### src/rtl/bank_router.sv
module bank_router #(
  parameter int NPORTS     = 2,
  parameter int NBANKS     = 4,
  parameter int ADDR_W     = 32,
  parameter int LINE_BYTES = 64,
  localparam int OFF_W  = $clog2(LINE_BYTES),
  localparam int BANK_W = $clog2(NBANKS),
  localparam int IDX_W  = ADDR_W - OFF_W - BANK_W
) (
  input  logic                     clk,
  input  logic                     rst_n,
  input  logic [NPORTS-1:0]        req_valid,
  input  logic [NPORTS*ADDR_W-1:0] req_addr,
  output logic [NPORTS-1:0]        req_accept,
  output logic [NPORTS-1:0]        req_conflict,
  output logic [NBANKS-1:0]        bank_en,
  output logic [NBANKS*IDX_W-1:0]  bank_idx
);

  logic [BANK_W-1:0] sel [NPORTS];
  logic [IDX_W-1:0]  row [NPORTS];
  logic [NBANKS-1:0]       en_d;
  logic [NBANKS*IDX_W-1:0] idx_d;

  for (genvar p = 0; p < NPORTS; p++) begin : g_slice
    assign sel[p] = req_addr[p*ADDR_W+OFF_W +: BANK_W];
    assign row[p] = req_addr[p*ADDR_W+OFF_W+BANK_W +: IDX_W];
  end

  always_comb begin
    req_conflict = '0;
    for (int p = 1; p < NPORTS; p++)
      for (int q = 0; q < p; q++)
        if (req_valid[p] && req_valid[q] && sel[p] == sel[q])
          req_conflict[p] = 1'b1;
  end

  assign req_accept = req_valid & ~req_conflict;

  always_comb begin
    en_d  = '0;
    idx_d = bank_idx;
    for (int p = 0; p < NPORTS; p++)
      if (req_accept[p]) begin
        en_d[sel[p]] = 1'b1;
        idx_d[sel[p]*IDX_W +: IDX_W] = row[p];
      end
  end

  always_ff @(posedge clk or negedge rst_n)
    if (!rst_n) begin
      bank_en  <= '0;
      bank_idx <= '0;
    end else begin
      bank_en  <= en_d;
      bank_idx <= idx_d;
    end

  AST_RESET_IDLE: assert property (@(posedge clk) disable iff (!rst_n)
    $rose(rst_n) |-> bank_en == '0);

  AST_IDLE_NO_GRANT: assert property (@(posedge clk) disable iff (!rst_n)
    req_valid == '0 |=> bank_en == '0);

  AST_GRANT_COUNT: assert property (@(posedge clk) disable iff (!rst_n)
    1'b1 |=> $countones(bank_en) == $past($countones(req_accept)));

  for (genvar p = 1; p < NPORTS; p++) begin : g_ast
    AST_LOSER_HAS_WINNER: assert property (@(posedge clk) disable iff (!rst_n)
      req_conflict[p] |-> (req_accept[p-1:0] != '0));
  end

endmodule

### config.mk
export PLATFORM = sky130hd
export DESIGN_NAME = bank_router
export DESIGN_NICKNAME = d
export VERILOG_FILES = /design/src/rtl/bank_router.sv
export SDC_FILE = /design/constraint.sdc
export NUM_CORES = 1
export LEC_CHECK = 0
export CAP_MARGIN = 20
export CORE_UTILIZATION = 37
export CTS_CLUSTER_SIZE = 25
export DETAILED_ROUTE_END_ITERATION = 8
export SYNTH_ARGS = -nofsm -noshare
export SYNTH_HDL_FRONTEND = slang
export SYNTH_SLANG_ARGS = --single-unit
### constraint.sdc
create_clock -name clk -period 1.1 [get_ports clk]
set_clock_uncertainty 0.1 [all_clocks]
set_input_delay 0.11 -clock clk [delete_from_list [all_inputs] [get_ports clk]]
set_output_delay 0.11 -clock clk [all_outputs]
set_load 0.01 [all_outputs]
==> results of run 1 <==
[power by group through the flow]
stage / clock, uW / sequential [uW] / combinational [uW]
2_1_floorplan: 0 / 4970 / 1770
3_3_place_gp: 0 / 4760 / 5010
3_5_place_dp: 0 / 4770 / 5050
4_1_cts: 3330 / 4690 / 5530
5_1_grt: 3470 / 4770 / 6720
6_report: 3330 / 4730 / 6440
[registers in the layout (all words and copies together) (netlist names)]
| signal | count |
|---|---|
| bank_idx | 96 |
| bank_en | 4 |
[metrics by stage]
step           util, %  hold WS (ns)
2_1_floorplan        -        -0.286
3_3_place_gp      59.2        -0.140
3_5_place_dp      59.2        -0.135
4_1_cts           68.1        0.0317
5_1_grt           74.0        0.0486
6_report          74.0        0.0319
[worst max-delay path: stages]
cell,delay [ns]
buf_8,0.08
clkinvlp_4,0.16
ha_4,0.26
xnor2_4,0.31
buf_6,0.15
buf_6,0.11
nand3_4,0.08
a211oi_2,0.27
o21bai_1,0.16
[layout by cell type (no fill, tap or decap), types with 14 or more instances in the layout]
cell             netlist  layout
buf_4                  5     221
dfrtp_1              100     100
a21oi_2                0      92
buf_2                 32      81
buf_6                  1      59
nand2_1               62      57
clkdlybuf4s50_1        0      44
nor2_1                52      40
a21oi_1              140      40
a22oi_1               36      32
buf_12                 0      32
mux2i_1               34      30
nor3_1                39      25
nand3_1               24      17
nand2b_1              19      16
clkbuf_16              0      15
a31oi_1               15      14
[repair_timing]
item,in CTS,in global routing
pin swaps,36,48
resized for setup,595,166
setup endpoints to repair,203,199
setup buffers,73,33
hold buffers,1,0
cloned,15,6
hold endpoints to repair,100,0
[cell type report]
type | count | area [um^2] | area share (%)
well taps | 220 | 275 | 2.24
repair buffers | 470 | 4430 | 36.1
clock buffers | 10 | 239 | 1.95
clock inverters | 6 | 57.6 | 0.469
multi-input cells | 557 | 4710 | 38.4
inverters | 7 | 48.8 | 0.398
flip-flops and latches | 100 | 2500 | 20.4
[logic make-up (layout without fill, tap and decap cells)]
logic type / after synthesis / count (layout) / share of synthesized area, %
AO/OA/AOI/OAI: 263 / 263 / 26.2
adder cells (fa/ha/maj): 13 / 13 / 2.59
XOR/XNOR: 5 / 5 / 1.05
multiplexers: 34 / 34 / 5.41
flip-flops: 100 / 100 / 39.8
buffers and inverters: 81 / 493 / 5.89
other: 1 / 1 / 0.0596
AND/OR/NAND/NOR: 241 / 241 / 19.0
[per-layer routing]
layer  part of all wire (%)  wire, um  track usage, %  vias up
li1                       -         -               -     3549
met1                     40     14600            52.5     4095
met2                     45     16100            59.5      588
met3                     10      3660            9.57      119
met4                    4.9      1760            18.1        2
met5                  0.036        13               0        -
[worst min path at each step]
| stage | startpoint | to | slack [ns] | cells after the start |
|---|---|---|---|---|
| after CTS | rst_n | bank_idx[3]$_DFF_PN0_ | 0.03 | 2 |
| after floorplan | rst_n | bank_en[0]$_DFF_PN0_ | -0.29 | 0 |
| after detailed placement | rst_n | bank_idx[3]$_DFF_PN0_ | -0.14 | 1 |
| after global routing | rst_n | bank_idx[3]$_DFF_PN0_ | 0.05 | 2 |
| final | rst_n | bank_idx[3]$_DFF_PN0_ | 0.03 | 2 |
| after global placement | rst_n | bank_idx[1]$_DFF_PN0_ | -0.14 | 1 |
==> reports/qor.csv, run 1 <==
stage,metric,value,unit
outcome,status,"complete, but fails checks",
outcome,failing checks,negative setup slack,
worst_setup_path,crit-path max FO,6,
power,Power Internal,9200,uW
synthesis,Yosys top cell by area,dfrtp_1,
floorplan,Initial Utilization,37.9,%
layout,Area growth syn-to-layout,95.1,%
global_route,first-pass GRT wire length,51000,um
clock_tree,Clock Latency Late Sink,0.35,ns
clock_tree,H-tree levels,3,
worst_setup_path,Critical Path Start Type,input port,
sta,RSZ-0062 raised after global routing,yes,
clock_tree,TritonCTS Buffers,9,
detailed_routing,DRC Markers,0,
worst_setup_path,CP Class,input port to flop,
sta,min Tclk post-route,1.53,ns
detailed_routing,First-pass DRT Iterations,5,
clock_tree,CTS tree,done,
floorplan,chip height,132,um
layout,layout cells sized above 1,57.0,%
global_route,initial antenna violation count,2,
synthesis,async set or reset register ratio after synthesis,100,%
sta,Hold Fails Final Rpt,0,
global_route,largest net degree at the start of global routing,38,
floorplan,I/O Pins,172,
synthesis,Mapped Cells,738,
floorplan,Die ar.,17500,um^2
detailed_routing,routed len/inst,26.3,um
power,Reg power frac,32.6,%
synthesis,Netlist Area Pre-Place,6290,um^2
power,Max VDD drop,0.796,mV
worst_setup_path,FF-to-FF setup slack,-0.07,ns
global_route,number of global-route vias before repair,8063,
floorplan,die width,132,um
synthesis,YS warnings,0,
synthesis,post-synthesis net count,819,
clock_tree,CTS sink cnt,100,
power,total power draw,14500,uW
place,port bufs,158,
layout,nets,1226,
worst_setup_path,reg2reg end,bank_idx[23]$_DFF_PN0_,
place,DP Worst Slack,-1.62,ns
synthesis,number of synthesized flops with an enable pin,0,
power,power share of the combinational group,44.4,%
sta,Peak Freq,653,MHz
synthesis,Synth top cells by count,"a21oi_1, dfrtp_1, nand2_1",
layout,Final Cell Area,12300,um^2
synthesis,sequential area share after synthesis,39.8,%
clock_tree,clk root buf,clkbuf_16,
global_route,grt ovf,0,
power,Clk pwr share,23.0,%
synthesis,syn_area_per_cell,8.52,um^2
place,GPL Wtd Cong,0.927,
synthesis,Main synth FF type,dfrtp_1,
detailed_routing,DR vias,8353,
global_route,gr usage total,39.2,%
clock_tree,Clock transition at path regs,0.07,ns
detailed_routing,via/cell ratio,6.10,
worst_setup_path,type of destination of the critical path,flop,
floorplan,core footprint,16600,um^2
power,Sw Pwr,5290,uW
worst_setup_path,R2R depth,2,
layout,fin cells,1370,
worst_setup_path,crit path DAT,1.70,ns
synthesis,Synth cell types,49,
detailed_routing,Final ANT Viol Nets,0,
sta,Tcrit/Tclk final,139,%
sta,Setup Viol. Count Final,150,
clock_tree,clock buffer depth,2,
worst_setup_path,Worst setup startpoint,req_addr[38],
synthesis,synth top area cells,"dfrtp_1, a21oi_1, mux2i_1",
worst_setup_path,crit path to,bank_idx[23]$_DFF_PN0_,
detailed_routing,1st-iter DRT viols,952,
place,dpl hpwl,23100,um
worst_setup_path,RR Startpoint,bank_idx[23]$_DFF_PN0_,
place,placed cells,1236,
sta,Slew Limit Fails,0,
synthesis,Synth Register Bits,100,
hold_path,Worst Hold Class,input port to asynchronous set/reset pin,
power,power density over the cells,1180,nW/um^2
run,max-cap viol count,0,
layout,Antenna Cells,0,
floorplan,Site Rows,47,
synthesis,most numerous cell in the Yosys netlist,a21oi_1,
worst_setup_path,CP Data Required Time,1.27,ns
power,leakage,0.00549,uW
place,Placed Area,9810,um^2
sta,"Worst Setup Slack, final",-0.432,ns
power,switch share,36.5,%
synthesis,post-synth top area share,39.8,%
sta,setup TNS,-33.88,ns
layout,Fillers,1179,
detailed_routing,DRT Wirelength,36100,um
(Power assumes the default switching activity.)
==> run 2, diff against run 1 <==
RECOVER_POWER = 100   (was default)
==> run 2 against run 1 <==
Compared with the run above: the flow still finishes with violations (negative setup slack); core utilization fell by 0.060 points; first-iteration DRC count fell by 1.4%; flip-flop and latch count did not move; critical path depth did not move; clock power barely moved; global-route usage did not move; register-to-register slack barely moved; largest cell class unchanged; largest power group unchanged; highest routed layer unchanged.
==> reports/qor.csv, run 2 (same netlist as run 1, synthesis figures left out) <==
stage,metric,value,unit
power,leakage,0.00549,uW
detailed_routing,routed len/inst,26.4,um
global_route,first-pass GRT wire length,51000,um
floorplan,core footprint,16600,um^2
layout,Final Util,73.9,%
sta,Peak Freq,653,MHz
sta,Tcrit/Tclk final,139,%
floorplan,Site Rows,47,
detailed_routing,DR vias,8425,
sta,min Tclk post-route,1.53,ns
sta,"Worst Setup Slack, final",-0.433,ns
detailed_routing,First-pass DRT Iterations,6,
layout,layout cells sized above 1,57.0,%
layout,Largest register FFs,96,
power,power density over the cells,1180,nW/um^2
sta,Setup Viol. Count Final,153,
power,Reg power frac,32.6,%
floorplan,Die ar.,17500,um^2
sta,Max-slew headroom,50.6,%
worst_setup_path,Critical Path Start Type,input port,
place,DP Worst Slack,-1.62,ns
clock_tree,CTS tree,done,
floorplan,chip height,132,um
power,switch share,36.6,%
worst_setup_path,CP Class,input port to flop,
layout,sequential cell area,2500,um^2
layout,Final Cell Area,12300,um^2
outcome,status,"complete, but fails checks",
hold_path,WHS Path Cells,5,
sta,Worst-Margin Slew,0.741,ns
floorplan,I/O Pins,172,
global_route,number of global-route vias before repair,8063,
sta,Hold Fails Final Rpt,0,
power,total power draw,14500,uW
layout,nets,1226,
global_route,largest net degree at the start of global routing,38,
hold_path,Worst Hold Class,input port to flop,
place,Placed Area,9810,um^2
worst_setup_path,CP Data Required Time,1.27,ns
clock_tree,Clock transition at path regs,0.08,ns
floorplan,die width,132,um
clock_tree,TritonCTS Buffers,9,
place,GPL Wtd Cong,0.927,
worst_setup_path,type of destination of the critical path,flop,
sta,Slew Limit Fails,0,
outcome,failing checks,negative setup slack,
clock_tree,Clock Latency Late Sink,0.36,ns
worst_setup_path,crit-path max FO,6,
layout,footprint of the multi-input gates,4710,um^2
floorplan,Initial Utilization,37.9,%
detailed_routing,via/cell ratio,6.15,
detailed_routing,1st-iter DRT viols,939,
layout,Antenna Cells,0,
power,Max VDD drop,0.802,mV
layout,Area growth syn-to-layout,94.9,%
power,Sw Pwr,5300,uW
clock_tree,H-tree levels,3,
layout,register bank with the most flops,bank_idx,
clock_tree,CTS sink cnt,100,
power,Clk pwr share,23.0,%
detailed_routing,DRT Wirelength,36200,um
place,port bufs,158,
clock_tree,clk root buf,clkbuf_16,
clock_tree,clock buffer depth,2,
layout,Largest regs,"bank_idx: 96 flops, bank_en: 4 flops",
place,dpl hpwl,23100,um
run,max-cap viol count,0,
power,Power Internal,9200,uW
global_route,initial antenna violation count,2,
detailed_routing,Final ANT Viol Nets,0,
worst_setup_path,R2R depth,2,
layout,"commonest non-fill, non-tap cell in the layout",buf_4,
layout,Fillers,1182,
global_route,gr usage total,39.2,%
detailed_routing,DRC Markers,0,
layout,most frequent cells in the layout,"buf_4, dfrtp_1, a21oi_2",
sta,RSZ-0062 raised after global routing,yes,
global_route,grt ovf,0,
sta,setup TNS,-34.05,ns
worst_setup_path,crit path DAT,1.70,ns
power,power share of the combinational group,44.4,%
## run 2: changes by cell type in the layout (fill, tap and decap cells not counted), sizes merged
cell    before  now
buf        411  406
clkbuf      17   22
## run 2: area by class of cell
class	instances	area share (%)
multi-input cells	557	38.5
repair buffers	470	36.1
flip-flops and latches	100	20.4
well taps	220	2.25
clock buffers	10	1.95
clock inverters	6	0.470
inverters	7	0.398
## run 2: timing repair
action                                  in CTS  in global routing
endpoints found under the setup margin     203                199
resized for setup                          595                166
endpoints found under the hold margin      100                  0
cloned                                      15                  6
hold buffers                                 1                  0
pin swaps                                   36                 48
setup buffers                               73                 33
## run 2: critical path, stage by stage
cell        delay, ns
buf_8            0.08
clkinvlp_4       0.16
ha_4             0.26
xnor2_4          0.30
buf_6            0.15
buf_6            0.11
nand3_4          0.08
a211oi_2         0.27
o21bai_1         0.16
## run 2: routing by layer
metal  share of wire [%]  track usage (%)  routed length (um)  vias up
met5               0.036                0                  13        -
met3                  10             9.57                3710      128
met4                 4.9             18.1                1790        2
met2                  44             59.5               16100      619
met1                  40             52.5               14600     4127
li1                    -                -                   -     3549
## run 2: power groups by stage
stage / registers [uW] / clock network, uW / logic [uW]
after CTS: 4690 / 3330 / 5530
final: 4720 / 3340 / 6440
after global routing: 4770 / 3470 / 6710
after floorplan: 4970 / 0 / 1770
after global placement: 4760 / 0 / 5010
after detailed placement: 4770 / 0 / 5050
## run 2: metrics by stage
stage / hold slack (ns) / std cells
2_1_floorplan: -0.286 / 738
3_3_place_gp: -0.140 / 1236
3_5_place_dp: -0.135 / 1236
4_1_cts: 0.0317 / 1340
5_1_grt: 0.261 / 1370
6_report: 0.212 / 1370
## run 2: path summary, 6_finish.rpt
kind / slack, ns / endpoint / start
max: -0.43 / bank_idx[23]$_DFF_PN0_ / req_addr[38]
min: 0.21 / bank_en[3]$_DFF_PN0_ / req_addr[39]
max reg2reg: -0.08 / bank_idx[23]$_DFF_PN0_ / bank_idx[23]$_DFF_PN0_
min reg2reg: 0.45 / bank_idx[4]$_DFF_PN0_ / bank_idx[4]$_DFF_PN0_
max in group asynchronous: 0.01 / bank_idx[66]$_DFF_PN0_ / rst_n
min in group asynchronous: 0.22 / bank_idx[3]$_DFF_PN0_ / rst_n
